[src/rtl/pg_pkg.sv]
package pg_pkg;
    typedef enum logic [1:0] {
        GS_IDLE  = 2'd0,
        GS_WAIT  = 2'd1,
        GS_HUNT  = 2'd2,
        GS_HELD  = 2'd3
    } grab_state_e;
endpackage

[src/rtl/pg_index_ctr.sv]
module pg_index_ctr #(
    parameter int NPIX = 361,
    parameter int IW   = $clog2(NPIX)
) (
    input  logic          clk,
    input  logic          rst_n,
    input  logic          clr,
    input  logic          adv,
    output logic [IW-1:0] ptr_o
);
    localparam logic [IW-1:0] LAST = IW'(NPIX - 1);

    typedef struct packed {
        logic [IW-1:0] ptr;
    } ctr_t;

    ctr_t st_d, st_q;

    always_comb begin
        st_d = st_q;
        if (clr) begin
            st_d.ptr = '0;
        end else if (adv) begin
            if (st_q.ptr == LAST) st_d.ptr = '0;
            else                  st_d.ptr = st_q.ptr + 1'b1;
        end
    end

    always_ff @(posedge clk) begin
        if (!rst_n) st_q <= '0;
        else        st_q <= st_d;
    end

    assign ptr_o = st_q.ptr;

    AST_PTR_RANGE: assert property (@(posedge clk) disable iff (!rst_n)
        st_q.ptr <= LAST);
    AST_PTR_WRAP: assert property (@(posedge clk) disable iff (!rst_n)
        (adv && !clr && st_q.ptr == LAST) |=> (st_q.ptr == '0));
    AST_PTR_CLEAR: assert property (@(posedge clk) disable iff (!rst_n)
        clr |=> (st_q.ptr == '0));
endmodule

[src/rtl/pg_capture.sv]
module pg_capture #(
    parameter int IW = 9,
    parameter int PW = 6
) (
    input  logic          clk,
    input  logic          rst_n,
    input  logic          arm,
    input  logic          pix_valid,
    input  logic [IW-1:0] pix_index,
    input  logic [PW-1:0] pix_value,
    input  logic [IW-1:0] ptr,
    output logic          held_o,
    output logic [PW-1:0] data_o
);
    import pg_pkg::*;

    typedef struct packed {
        grab_state_e   st;
        logic [PW-1:0] data;
    } cap_t;

    cap_t c_d, c_q;
    logic frame_start;
    logic hit;

    assign frame_start = pix_valid && (pix_index == '0);
    assign hit         = pix_valid && (pix_index == ptr);

    always_comb begin
        c_d = c_q;
        if (arm) begin
            c_d.st = GS_WAIT;
        end else begin
            unique case (c_q.st)
                GS_WAIT: begin
                    if (frame_start) begin
                        if (ptr == '0) begin
                            c_d.st   = GS_HELD;
                            c_d.data = pix_value;
                        end else begin
                            c_d.st = GS_HUNT;
                        end
                    end
                end
                GS_HUNT: begin
                    if (hit) begin
                        c_d.st   = GS_HELD;
                        c_d.data = pix_value;
                    end
                end
                default: c_d = c_q;
            endcase
        end
    end

    always_ff @(posedge clk) begin
        if (!rst_n) c_q <= '{st: GS_IDLE, data: '0};
        else        c_q <= c_d;
    end

    assign held_o = (c_q.st == GS_HELD);
    assign data_o = c_q.data;

    AST_CAPTURE_ON_MATCH: assert property (@(posedge clk) disable iff (!rst_n)
        $rose(held_o) |-> $past(pix_valid && pix_index == ptr && !arm));
    AST_HELD_FROZEN: assert property (@(posedge clk) disable iff (!rst_n)
        (held_o && !arm) |=> (held_o && $stable(data_o)));
    AST_ARM_CLEARS: assert property (@(posedge clk) disable iff (!rst_n)
        arm |=> !held_o);
endmodule

[src/rtl/pixel_grabber.sv]
module pixel_grabber #(
    parameter int NPIX = 361,
    parameter int PW   = 6,
    parameter int IW   = $clog2(NPIX)
) (
    input  logic          clk,
    input  logic          rst_n,
    input  logic          pix_valid,
    input  logic [IW-1:0] pix_index,
    input  logic [PW-1:0] pix_value,
    input  logic          reg_wr,
    input  logic          reg_rd,
    output logic [PW+1:0] reg_data
);
    logic [IW-1:0] ptr;
    logic          held;
    logic [PW-1:0] data;
    logic          arm;
    logic          adv;

    assign arm = reg_wr || reg_rd;
    assign adv = reg_rd && held && !reg_wr;

    pg_index_ctr #(.NPIX(NPIX), .IW(IW)) u_ctr (
        .clk   (clk),
        .rst_n (rst_n),
        .clr   (reg_wr),
        .adv   (adv),
        .ptr_o (ptr)
    );

    pg_capture #(.IW(IW), .PW(PW)) u_cap (
        .clk       (clk),
        .rst_n     (rst_n),
        .arm       (arm),
        .pix_valid (pix_valid),
        .pix_index (pix_index),
        .pix_value (pix_value),
        .ptr       (ptr),
        .held_o    (held),
        .data_o    (data)
    );

    always_comb begin
        reg_data = '0;
        if (held) reg_data = {(ptr == '0), 1'b1, data};
    end

    AST_NOVALID_NO_ADV: assert property (@(posedge clk) disable iff (!rst_n)
        (reg_rd && !reg_wr && !reg_data[PW]) |=> $stable(ptr));
    AST_WRITE_WINS: assert property (@(posedge clk) disable iff (!rst_n)
        (reg_wr && reg_rd) |=> (ptr == '0 && reg_data == '0));
    AST_VALID_READ_ADV: assert property (@(posedge clk) disable iff (!rst_n)
        (reg_rd && !reg_wr && reg_data[PW] && ptr != IW'(NPIX - 1))
            |=> (ptr == $past(ptr) + 1'b1));
endmodule

[config.mk]
export PLATFORM = sky130hd
export DESIGN_NAME = pixel_grabber
export DESIGN_NICKNAME = d
export VERILOG_FILES = /design/src/rtl/pg_pkg.sv /design/src/rtl/pg_index_ctr.sv /design/src/rtl/pg_capture.sv /design/src/rtl/pixel_grabber.sv
export SDC_FILE = /design/constraint.sdc
export NUM_CORES = 1
export LEC_CHECK = 0
export BUFFER_PORTS_ARGS = -buffer_cell sky130_fd_sc_hd__clkbuf_2
export CELL_PAD_IN_SITES_DETAIL_PLACEMENT = 0
export CELL_PAD_IN_SITES_GLOBAL_PLACEMENT = 2
export CORE_ASPECT_RATIO = 0.75
export CORE_MARGIN = 1.5
export CORE_UTILIZATION = 32
export CTS_CLUSTER_DIAMETER = 40
export DETAILED_ROUTE_END_ITERATION = 6
export PLACE_DENSITY_LB_ADDON = 0.1
export SLEW_MARGIN = 20
export SYNTH_ARGS = -nofsm -noshare
export SYNTH_HDL_FRONTEND = slang
export SYNTH_SLANG_ARGS = --single-unit
export TNS_END_PERCENT = 5
[constraint.sdc]
create_clock -name clk -period 2.8 [get_ports clk]
set_input_delay 0.56 -clock clk [delete_from_list [all_inputs] [get_ports clk]]
set_output_delay 0.56 -clock clk [all_outputs]
set_load 0.02 [all_outputs]
-- After elaboration in Yosys (flattened, before gate mapping)
Index checks and enable logic that the tools add are counted.
- flip-flop bits (word level): 17
- output and inout bits: 8
- logic and storage cells: 40
- $add $sub $neg: 1
- equal/unequal tests: 10
- multiplexer cells: 8
- bitwise logic cells: 2
- reductions and logical operators: 15
- operators with widths (kind ; count):
    8-bit two-way mux ; 3
    9-bit logical NOT ; 2
    8-bit case mux with 2 select lines ; 1
    9-bit by 1-bit adder with 9-bit output (second input constant) ; 1
    9-bit equality test ; 1
    9-bit equality test (second input constant) ; 1
    9-bit two-way mux ; 1
    6-bit two-way mux ; 1
    3-bit by 2-bit inequality test with 1-bit output (second input constant) ; 2
    3-bit AND reduction ; 2
    5-bit AND reduction ; 1
    2-bit equality test (second input constant) ; 2
    1-bit logical AND ; 4
    2-bit by 1-bit inequality test with 1-bit output (second input constant) ; 2
    2-bit OR reduction ; 2
    3-bit nonzero test ; 1
    2-bit by 1-bit equality test with 1-bit output (second input constant) ; 1
    1-bit two-way mux ; 2
    2-bit inequality test (second input constant) ; 1
    1-bit NOT ; 2
    2-bit nonzero test ; 1
    1-bit logical NOT ; 1
    1-bit logical OR ; 1

-- Logic depth before layout (Yosys ltp)
Gate-level depths: netlist of run 1.
- word-level depth: 5
- gate-level depth with buffers: 7
- depth with buffers taken out: 7

-- Cells and area by module
A second synthesis of run 1 with hierarchy kept.
- cells, all modules: 142
- area total of the unflattened synthesis: 1216.2 um2
- modules (own cells, without submodules) (module ; times used ; cells each ; area each (um2) ; sequential area each (um2)):
    pg_capture ; 1 ; 81 ; 680.7 ; 160.2
    pg_index_ctr ; 1 ; 48 ; 442.9 ; 180.2
    pixel_grabber ; 1 ; 13 ; 92.6 ; 0.0

-- Worst setup path after synthesis of run 1
OpenSTA, ideal clock, no wires.
- path kind: input to register
- from: input port pix_index[0]
- to: register u_cap.c_q (netlist bit u_cap.data_o[0])
- arrival time: 1520 ps
- data required time: 2680 ps
- path slack: 1160 ps
- stages: 5
- cell sequence: nor4_1 > and4b_1 > a2bb2oi_2 > nand3_4 > mux2i_1
- cells in the longest elaborated chain, start to end: 4
- elaborated cells on any way between the ends: 7
- classes of those cells: eq/ne: 3; reduce/logical: 4
- ends and longest elaborated chain (item ; line ; source):
    from (decl) ; pixel_grabber.sv:9 ; input logic [IW-1:0] pix_index,
    9-bit equality test / 9-bit logical NOT (equally long branches) ; pg_capture.sv:27, pg_capture.sv:26 ;
    1-bit logical AND (on tied branches) ; pg_capture.sv:27, pg_capture.sv:26 ;
    2-bit by 1-bit inequality test with 1-bit output (no source line) ; - ;
    5-bit AND reduction (no source line) (*) ; - ;
    to (signal assigned) ; pg_capture.sv:57 ; if (!rst_n) c_q <= '{st: GS_IDLE, data: '0};
    to (decl) ; pg_capture.sv:22 ; cap_t c_d, c_q;
Every way passes the cells marked *; elsewhere a longest branch is shown, timed or not.
A chain may end at the register's enable or synchronous reset.

-- Worst setup path after layout of run 1
- from: register u_ctr.st_q (netlist bit u_ctr.ptr_o[1])
- to: output port reg_data[7]
- cells in the longest elaborated chain, start to end: 2
- ends and longest elaborated chain (item ; line ; source):
    from (decl) ; pg_index_ctr.sv:17 ; ctr_t st_d, st_q;
    from (signal assigned) ; pg_index_ctr.sv:31 ; else st_q <= st_d;
    9-bit logical NOT ; pixel_grabber.sv:46 ; if (held) reg_data = {(ptr == '0), 1'b1, data};
    8-bit two-way mux ; pixel_grabber.sv:46 ;
    to (decl) ; pixel_grabber.sv:13 ; output logic [PW+1:0] reg_data
No other way between the ends.

==> results of run 1 <==
==> metrics by stage <==
stage,total power (uW),std cells,utilization [%],instance area (um^2)
2_1_floorplan,287.0,123,-,1074
3_3_place_gp,312.3,185,40.48,1240
3_5_place_dp,312.7,185,40.48,1240
4_1_cts,504.7,189,41.99,1286
5_1_grt,518.3,189,41.99,1286
6_report,491.4,189,41.99,1286
==> power by group through the flow <==
stage / logic [uW] / registers (uW) / clock network (uW)
after floorplan: 33.7 / 253 / 0
after global placement: 58.3 / 254 / 0
after detailed placement: 58.8 / 254 / 0
after CTS: 59.2 / 248 / 197
after global routing: 65.1 / 249 / 204
final: 58.8 / 248 / 184
==> cell usage in the layout, fill, tap and decap left out, types with 3 or more instances in the layout <==
cell      netlist  layout
nand2_1        20      20
clkbuf_2        0      27
a31oi_1         3       3
xor2_1          6       6
and2_1          7       7
nor2_1         11      11
ha_1            5       5
xnor2_1        10      10
nand4_1         5       5
inv_1           6       6
mux2i_1         6       6
clkbuf_8        0       3
dfxtp_1        17      17
==> final timing paths <==
| path | cells past startpoint | slack [ps] | end |
|---|---|---|---|
| max | 5 | 710 | reg_data[7] |
| min | 2 | 460 | u_cap.data_o[0]$_SDFFE_PN0P_ |
| max reg2reg | 5 | 980 | u_ctr.ptr_o[7]$_SDFFE_PP0P_ |
| min reg2reg | 2 | 460 | u_cap.data_o[0]$_SDFFE_PN0P_ |
==> flip-flops by register name, indices dropped and copies added, names as in the netlist <==
register	cells
u_ctr.ptr_o	9
u_cap.data_o	6
u_cap.c_q	2
==> metal layers <==
metal  vias up  share of wire (%)  GRT usage, %
li1        483                  -             -
met1       412                 55         19.86
met4         0               0.66         3.846
met2        25                 38         21.27
met3         2                6.7         4.381
met5         -                  0             0
==> critical path, cell delays in order (launching register included) <==
cell	delay (ps)
dfxtp_1	370
inv_1	100
ha_1	150
nor4b_4	270
and3_2	230
clkbuf_2	170
==> layout make-up <==
cell class              instances  area share (%)
multi-input cells              97           53.99
well taps                      38           3.697
repair buffers                 27           10.51
clock buffers                   3           3.210
clock inverters                 1          0.3891
inverters                       6           1.751
flip-flops and latches         17           26.46
==> kinds of logic (layout without fill, tap and decap cells) <==
| family | Yosys count | count (layout) | share of synthesized area (%) |
|---|---|---|---|
| flip-flops | 17 | 17 | 31.70 |
| XOR/XNOR | 16 | 16 | 13.05 |
| AO/OA/AOI/OAI | 11 | 11 | 7.691 |
| multiplexers | 6 | 6 | 5.595 |
| AND/OR/NAND/NOR | 59 | 59 | 32.52 |
| buffers and inverters | 9 | 37 | 3.612 |
| adder cells (fa/ha/maj) | 5 | 5 | 5.828 |
==> results.json, run 1 <==
{
  "fin_crit_ps": 2095,
  "synth_area_mm2": 0.001074,
  "synth_flop_cell": "dfxtp_1",
  "setup_tns_ps": 0,
  "sw_frac_of_total_pct": 24.43,
  "ys_top_cells_by_area": "dfxtp_1, xnor2_1, nand2_1",
  "multi_input_area_um2": 694.4,
  "rsz0062_at_grt": "false",
  "min_path_type": "reg2reg",
  "ant_nets": 0,
  "pwr-share-comb_pct": 12.0,
  "cts_root_buf": "clkbuf_8",
  "drcViolationCount": 0,
  "nFillCells": 329,
  "wirelength_mm": 2.413,
  "min_from": "u_cap.data_o[0]$_SDFFE_PN0P_",
  "r2r-start": "u_cap.c_q[6]$_SDFFE_PN0P_",
  "grt-ovfl-total": 0,
  "slew_viol_final": 0,
  "ctsResizeCount": 0,
  "avgSynthCellArea_um2": 8.728,
  "relSlewSlack_pct": 62.17,
  "antennaDiodeCount": 0,
  "io_buffers": 27,
  "p_int_uw": 371.3,
  "tritoncts": "done",
  "grt_first_pass_wirelength_mm": 4.084,
  "crit_start": "u_ctr.ptr_o[1]$_SDFFE_PP0P_",
  "layout_setup_ws_ps": 705.4,
  "cts_setup_buffers": 0,
  "fmax_mhz": 477.4,
  "cp.required_ps": 2240,
  "power.density_mw_per_mm2": 382.0,
  "power.share.sequential_pct": 50.5,
  "hold_slack_ps": 456.3,
  "grt_pass1_vias": 875,
  "cts.sinks": 17,
  "irDropWorstVdd_mv": 0.2988,
  "finalNetCount": 177,
  "power_frac_clock_pct": 37.5,
  "cts_made_buffers": 3,
  "synth_top_area_share_pct": 31.70,
  "syn_nets": 148,
  "synth.ff_latch_count": 17,
  "grt_max_degree": 16,
  "startpoint_type": "flip-flop",
  "pre_cts_slack_ps": 891.5,
  "grt_use_total_pct": 14.26,
  "synth-edff-count": 0,
  "yosysUniqueCellTypes": 34,
  "cts-htree-levels": 1,
  "setup_viol": 0,
  "die_area_mm2": 0.003715,
  "dp_hpwl_mm": 1.902,
  "cap_violations": 0,
  "seqCellArea_um2": 340.3,
  "fin_crit_sh_pct": 74.81,
  "worst_ep_arrival_time_ps": 1530,
  "hold_viol_final": 0,
  "power.switching_uw": 120.0,
  "path_clk_slew_ps": 70,
  "synth_top_cell_by_area": "dfxtp_1",
  "core-area_mm2": 0.003063,
  "ys_warn_count": 0,
  "yosysSeqAreaShare_pct": 31.70,
  "insertion_delay_ps": 250,
  "routedWlPerCell_um": 12.77,
  "crit_type": "reg2out",
  "ctsHoldBuffers": 0,
  "die_h_um": 53.16,
  "drt_pass1_iterations": 4,
  "io_pins": 28,
  "p_leak_uw": 0.0005641,
  "drive_gt1_share_pct": 26.49,
  "synth-async-reset-ratio_pct": 0,
  "worst_clock_skew_ps": 3.617,
  "cts_buffer_depth": 2,
  "vias": 922,
  "vias_per_cell": 4.878,
  "netlist_instances": 123,
  "num_rows": 17,
  "synth_most_common_cell": "nand2_1",
  "die_w_um": 69.88,
  "cp-end-kind": "output pin",
  "layout-area-overhead-vs-synth_pct": 19.81,
  "antenna_found_initial": 0,
  "first_iter_violations": 26,
  "globalplace.congestion": 0.8037,
  "cp_max_fo": 4,
  "status": "finished, final reports clean",
  "synth_common_cells": "nand2_1, dfxtp_1, nor2_1",
  "start_util_pct": 35.05,
  "tightest_slew_ps": 563.7
}
Power figures use the tool's default switching activity.
==> run 2: changes to the inputs <==
--- a/config.mk
+++ b/config.mk
@@ -10,7 +10,7 @@
 export CELL_PAD_IN_SITES_GLOBAL_PLACEMENT = 2
 export CORE_ASPECT_RATIO = 0.75
 export CORE_MARGIN = 1.5
-export CORE_UTILIZATION = 32
+export CORE_UTILIZATION = 27
 export CTS_CLUSTER_DIAMETER = 40
 export DETAILED_ROUTE_END_ITERATION = 6
 export PLACE_DENSITY_LB_ADDON = 0.1
==> constraint.sdc (replaced) <==
create_clock -name clk -period 1.81 [get_ports clk]
set_input_delay 0.362 -clock clk [delete_from_list [all_inputs] [get_ports clk]]
set_output_delay 0.362 -clock clk [all_outputs]
set_load 0.02 [all_outputs]
==> run 2 against run 1 <==
Clock power increased by 63%. Hold slack got worse by 130 ps. Highest routed layer unchanged. Largest power group unchanged. First-iteration DRC count grew 88%.
==> results.json, run 2 (synthesized netlist as in run 1, its figures left out) <==
{
  "status": "finished, final reports clean",
  "cts-htree-levels": 1,
  "worst_ep_arrival_time_ps": 1350,
  "grt_pass1_vias": 943,
  "insertion_delay_ps": 260,
  "globalplace.congestion": 0.7941,
  "routedWlPerCell_um": 12.05,
  "fin_crit_sh_pct": 94.82,
  "rsz0062_at_grt": "false",
  "grt_use_total_pct": 13.34,
  "dp_hpwl_mm": 2.022,
  "pre_cts_slack_ps": 121.4,
  "layout_setup_ws_ps": 93.82,
  "slew_viol_final": 0,
  "die_area_mm2": 0.004367,
  "cts_root_buf": "clkbuf_8",
  "rr_endpoint": "u_ctr.ptr_o[7]$_SDFFE_PP0P_",
  "cp-end-kind": "output pin",
  "grt_max_degree": 15,
  "die_h_um": 57.61,
  "cp.required_ps": 1450,
  "drcViolationCount": 0,
  "tritoncts": "done",
  "cts_buffer_depth": 2,
  "relSlewSlack_pct": 75.95,
  "final_cell_mix": "clkbuf_2, nand2_1, dfxtp_1, nor2_1, xnor2_1",
  "critPathTopFamily": "simple AND/OR/NAND/NOR gates",
  "crit_chain": "inv_2 > ha_4 > nor4b_4 > and3_4 > buf_6",
  "largest_register_ffs": 9,
  "path_clk_slew_ps": 70,
  "vias": 958,
  "cts_made_buffers": 3,
  "cap_violations": 0,
  "cts.sinks": 17,
  "antennaDiodeCount": 0,
  "irDropWorstVdd_mv": 0.3190,
  "design_area_mm2": 0.001409,
  "worst_hold_path.endpoint": "u_cap.data_o[3]$_SDFFE_PN0P_",
  "core-area_mm2": 0.003732,
  "slowest_stage": "dfxtp_4",
  "reg2regPathDepth": 5,
  "startpoint_type": "flip-flop",
  "wirelength_mm": 2.555,
  "drive_gt1_share_pct": 33.13,
  "holdPathStages": 3,
  "setup_viol": 0,
  "r2r-start": "u_cap.c_q[6]$_SDFFE_PN0P_",
  "first_iter_violations": 49,
  "grt-ovfl-total": 0,
  "io_buffers": 27,
  "worst_clock_skew_ps": 2.479,
  "p_leak_uw": 0.0006141,
  "ctsHoldBuffers": 0,
  "cp_max_fo": 3,
  "post-route-util_pct": 37.75,
  "crit_type": "reg2out",
  "finalNetCount": 186,
  "cpPeakStageDelay_ps": 350,
  "num_rows": 19,
  "start_util_pct": 28.76,
  "dpl_cell_area_mm2": 0.001310,
  "setup_tns_ps": 0,
  "min_from": "pix_value[3]",
  "tightest_slew_ps": 351.7,
  "rrSetupSlack_ps": 180,
  "drt_pass1_iterations": 4,
  "io_pins": 28,
  "antenna_found_initial": 0,
  "layout-area-overhead-vs-synth_pct": 31.24,
  "worst-path-buf-inv": 2,
  "min_path_type": "in2reg",
  "fmax_mhz": 582.7,
  "hold_slack_ps": 322.0,
  "die_w_um": 75.81,
  "fin_crit_ps": 1716,
  "hold_viol_final": 0,
  "ant_nets": 0,
  "grt_first_pass_wirelength_mm": 4.367,
  "power.density_mw_per_mm2": 554.4,
  "mostFrequentLayoutCell": "clkbuf_2",
  "vias_per_cell": 4.519
}
==> run 2: worst reg2reg max path, cell delays in order (launching register included) <==
cell and delay (ps):
dfxtp_1 410, ha_1 200, and4b_1 300, nand4_1 180, or3_1 340, a21oi_1 130
==> run 2: cell type report <==
cell class                      instances  area [um^2]
Tap cell                               52        65.06
Multi-Input combinational cell         97        719.4
Timing Repair Buffer                   36        209.0
Sequential cell                        17        344.1
Clock inverter                          1        7.507
Fill cell                             405         2323
Inverter                                6        22.52
Clock buffer                            3        41.29
==> run 2: worst max-delay path by stage <==
stage	start	endpoint	slack (ps)	cells after the start
after global routing	u_cap.c_q[6]$_SDFFE_PN0P_	reg_data[5]	2	4
after CTS	u_ctr.ptr_o[5]$_SDFFE_PP0P_	reg_data[7]	2	3
after global placement	pix_index[4]	u_cap.data_o[2]$_SDFFE_PN0P_	140	6
after floorplan	u_cap.c_q[6]$_SDFFE_PN0P_	u_ctr.ptr_o[7]$_SDFFE_PP0P_	260	5
after detailed placement	pix_index[4]	u_cap.data_o[1]$_SDFFE_PN0P_	120	6
final	u_ctr.ptr_o[1]$_SDFFE_PP0P_	reg_data[7]	90	5
==> run 2: through the flow <==
step | power [uW] | std cells
finish | 781.1 | 212
global route | 827.8 | 212
CTS | 800.1 | 211
detailed placement | 491.2 | 206
global placement | 492.1 | 206
floorplan | 443.9 | 123
==> run 2: repair_timing <==
action	CTS	global route
pin swaps	0	1
gates resized for setup	1	10
buffers inserted	1	1
setup endpoints to repair	1	3
cloned	0	0
endpoints found under the hold margin	0	0
==> run 2: layer usage <==
| layer | part of all wire [%] | up-vias | track usage (%) |
|---|---|---|---|
| met4 | 0.63 | 0 | 3.061 |
| met5 | 0 | - | 0 |
| met3 | 5.5 | 2 | 3.652 |
| met1 | 54 | 439 | 19.70 |
| met2 | 40 | 22 | 19.25 |
| li1 | - | 495 | - |
==> run 2: report_power, final <==
group / total (uW) / switching [uW] / internal, uW
Clock: 300 / 145 / 155
Combinational: 98.3 / 49.7 / 48.5
Sequential: 383 / 4.49 / 378
==> run 3: changes to the inputs <==
--- a/config.mk
+++ b/config.mk
@@ -14,6 +14,7 @@
 export CTS_CLUSTER_DIAMETER = 40
 export DETAILED_ROUTE_END_ITERATION = 6
 export PLACE_DENSITY_LB_ADDON = 0.1
+export RECOVER_POWER = 50
 export SLEW_MARGIN = 20
 export SYNTH_ARGS = -nofsm -noshare
 export SYNTH_HDL_FRONTEND = slang
==> run 3 against run 2 <==
Non-clock buffer count is the same. First-iteration DRC count shrank 4.1%. Cell area shrank 0.80%. Global-route usage is the same. Power is essentially flat. Maximum frequency grew 0.24%. Largest power group unchanged. Count of clock-buffer cells in the layout is the same. Die area is the same. Register-to-register slack is essentially flat.
==> results.json, run 3 (synthesized netlist as in run 1, its figures left out) <==
{
  "num_rows": 19,
  "insertion_delay_ps": 260,
  "layout-area-overhead-vs-synth_pct": 30.19,
  "pwr-share-comb_pct": 12.4,
  "cts_root_buf": "clkbuf_8",
  "io_pins": 28,
  "fin_crit_ps": 1712,
  "cp.required_ps": 1450,
  "vias_per_cell": 4.538,
  "grt_max_degree": 15,
  "slew_viol_final": 0,
  "status": "finished, final reports clean",
  "die_w_um": 75.81,
  "antennaDiodeCount": 0,
  "grt-ovfl-total": 0,
  "tritoncts": "done",
  "cts_buffer_depth": 2,
  "globalRoute.busiestLayer": "met1",
  "cp-end-kind": "output pin",
  "worst_ep_arrival_time_ps": 1350,
  "fmax_mhz": 584.1,
  "reg2regPathDepth": 8,
  "ctsHoldBuffers": 0,
  "worst_clock_skew_ps": 2.426,
  "layout_setup_ws_ps": 97.93,
  "first_iter_violations": 47,
  "irDropWorstVdd_mv": 0.3204,
  "drt_pass1_iterations": 4,
  "hold_viol_final": 0,
  "ant_nets": 0,
  "routedWlPerCell_um": 12.08,
  "vias": 962,
  "globalplace.congestion": 0.7941,
  "cap_violations": 0,
  "pre_cts_slack_ps": 121.4,
  "setup_tns_ps": 0,
  "crit_chain": "nor4_4 > and3_4 > buf_6",
  "die_area_mm2": 0.004367,
  "mostFrequentLayoutCell": "clkbuf_2",
  "p_int_uw": 582.5,
  "use_met1_pct": 19.70,
  "antenna_found_initial": 0,
  "crit_type": "reg2out",
  "design_area_mm2": 0.001398,
  "drcViolationCount": 0,
  "dpl_cell_area_mm2": 0.001310,
  "grt_use_total_pct": 13.34,
  "grt_first_pass_wirelength_mm": 4.367,
  "io_buffers": 27,
  "fin_crit_sh_pct": 94.59,
  "cts-htree-levels": 1,
  "final_cell_mix": "clkbuf_2, nand2_1, dfxtp_1, nor2_1, xnor2_1",
  "use_met3_pct": 3.652,
  "placed_cells": 206,
  "tightest_slew_ps": 353.1,
  "p_leak_uw": 0.0006087,
  "grt_pass1_vias": 943,
  "wirelength_mm": 2.561,
  "dp_hpwl_mm": 2.022,
  "die_h_um": 57.61,
  "sw_frac_of_total_pct": 25.49,
  "slowest_stage": "dfxtp_1",
  "power.switching_uw": 199.3,
  "power.density_mw_per_mm2": 559.4,
  "cts_made_buffers": 3,
  "drive_gt1_share_pct": 31.25,
  "cpPeakStageDelay_ps": 400,
  "path_clk_slew_ps": 70,
  "finalNetCount": 186,
  "cts.sinks": 17,
  "hold_slack_ps": 321.9,
  "power.share.sequential_pct": 49.1,
  "rsz0062_at_grt": "false",
  "grt_use_met2_pct": 19.25,
  "core-area_mm2": 0.003732,
  "holdPathStages": 3,
  "start_util_pct": 28.76,
  "largest_register_ffs": 9,
  "setup_viol": 0,
  "relSlewSlack_pct": 75.85,
  "instances_no_fill": 212,
  "min_path_type": "in2reg",
  "startpoint_type": "flip-flop",
  "cp_max_fo": 6,
  "power_frac_clock_pct": 38.4
}
-- run 3: path summary, 6_finish.rpt --
path         slack (ps)                    startpoint                           end
max                 100   u_ctr.ptr_o[5]$_SDFFE_PP0P_                   reg_data[7]
max reg2reg         180   u_ctr.ptr_o[1]$_SDFFE_PP0P_   u_ctr.ptr_o[6]$_SDFFE_PP0P_
min                 320                  pix_value[3]  u_cap.data_o[3]$_SDFFE_PN0P_
min reg2reg         450  u_cap.data_o[0]$_SDFFE_PN0P_  u_cap.data_o[0]$_SDFFE_PN0P_
-- run 3: per-layer routing --
metal | up-vias | part of all wire [%]
li1 | 498 | -
met1 | 438 | 54
met2 | 24 | 40
met3 | 2 | 5.5
met4 | 0 | 0.62
met5 | - | 0
-- run 3: cell type report --
| type | instances | area (um^2) |
|---|---|---|
| well taps | 52 | 65.06 |
| clock buffers | 3 | 41.29 |
| repair buffers | 36 | 205.2 |
| clock inverters | 1 | 7.507 |
| fillers | 406 | 2335 |
| inverters | 6 | 22.52 |
| multi-input cells | 97 | 715.7 |
| flip-flops and latches | 17 | 340.3 |
-- run 3: power by group through the flow --
| stage | combinational (uW) | sequential [uW] | clock (uW) |
|---|---|---|---|
| after floorplan | 52.1 | 392 | 0 |
| after global placement | 99.2 | 393 | 0 |
| after detailed placement | 98.3 | 393 | 0 |
| after CTS | 99.1 | 384 | 317 |
| after global routing | 109 | 385 | 334 |
| final | 97.3 | 384 | 300 |
-- run 3: timing repair --
action	4_1_cts	5_1_grt
endpoints found under the setup margin	1	3
setup buffers	1	1
pin swaps	0	1
resized for setup	1	10
-- run 3: worst max-delay path: cells and delay by family, from the launching register on --
family,cells,cell delay (ps)
buf+inv,1,110
flops,1,400
simple gates,2,590
-- run 3: stage by stage --
step | util (%) | power, uW
3_3_place_gp | 35.10 | 492.1
4_1_cts | 36.64 | 800.1
3_5_place_dp | 35.10 | 491.2
5_1_grt | 37.45 | 828.1
2_1_floorplan | - | 443.9
6_report | 37.45 | 781.8
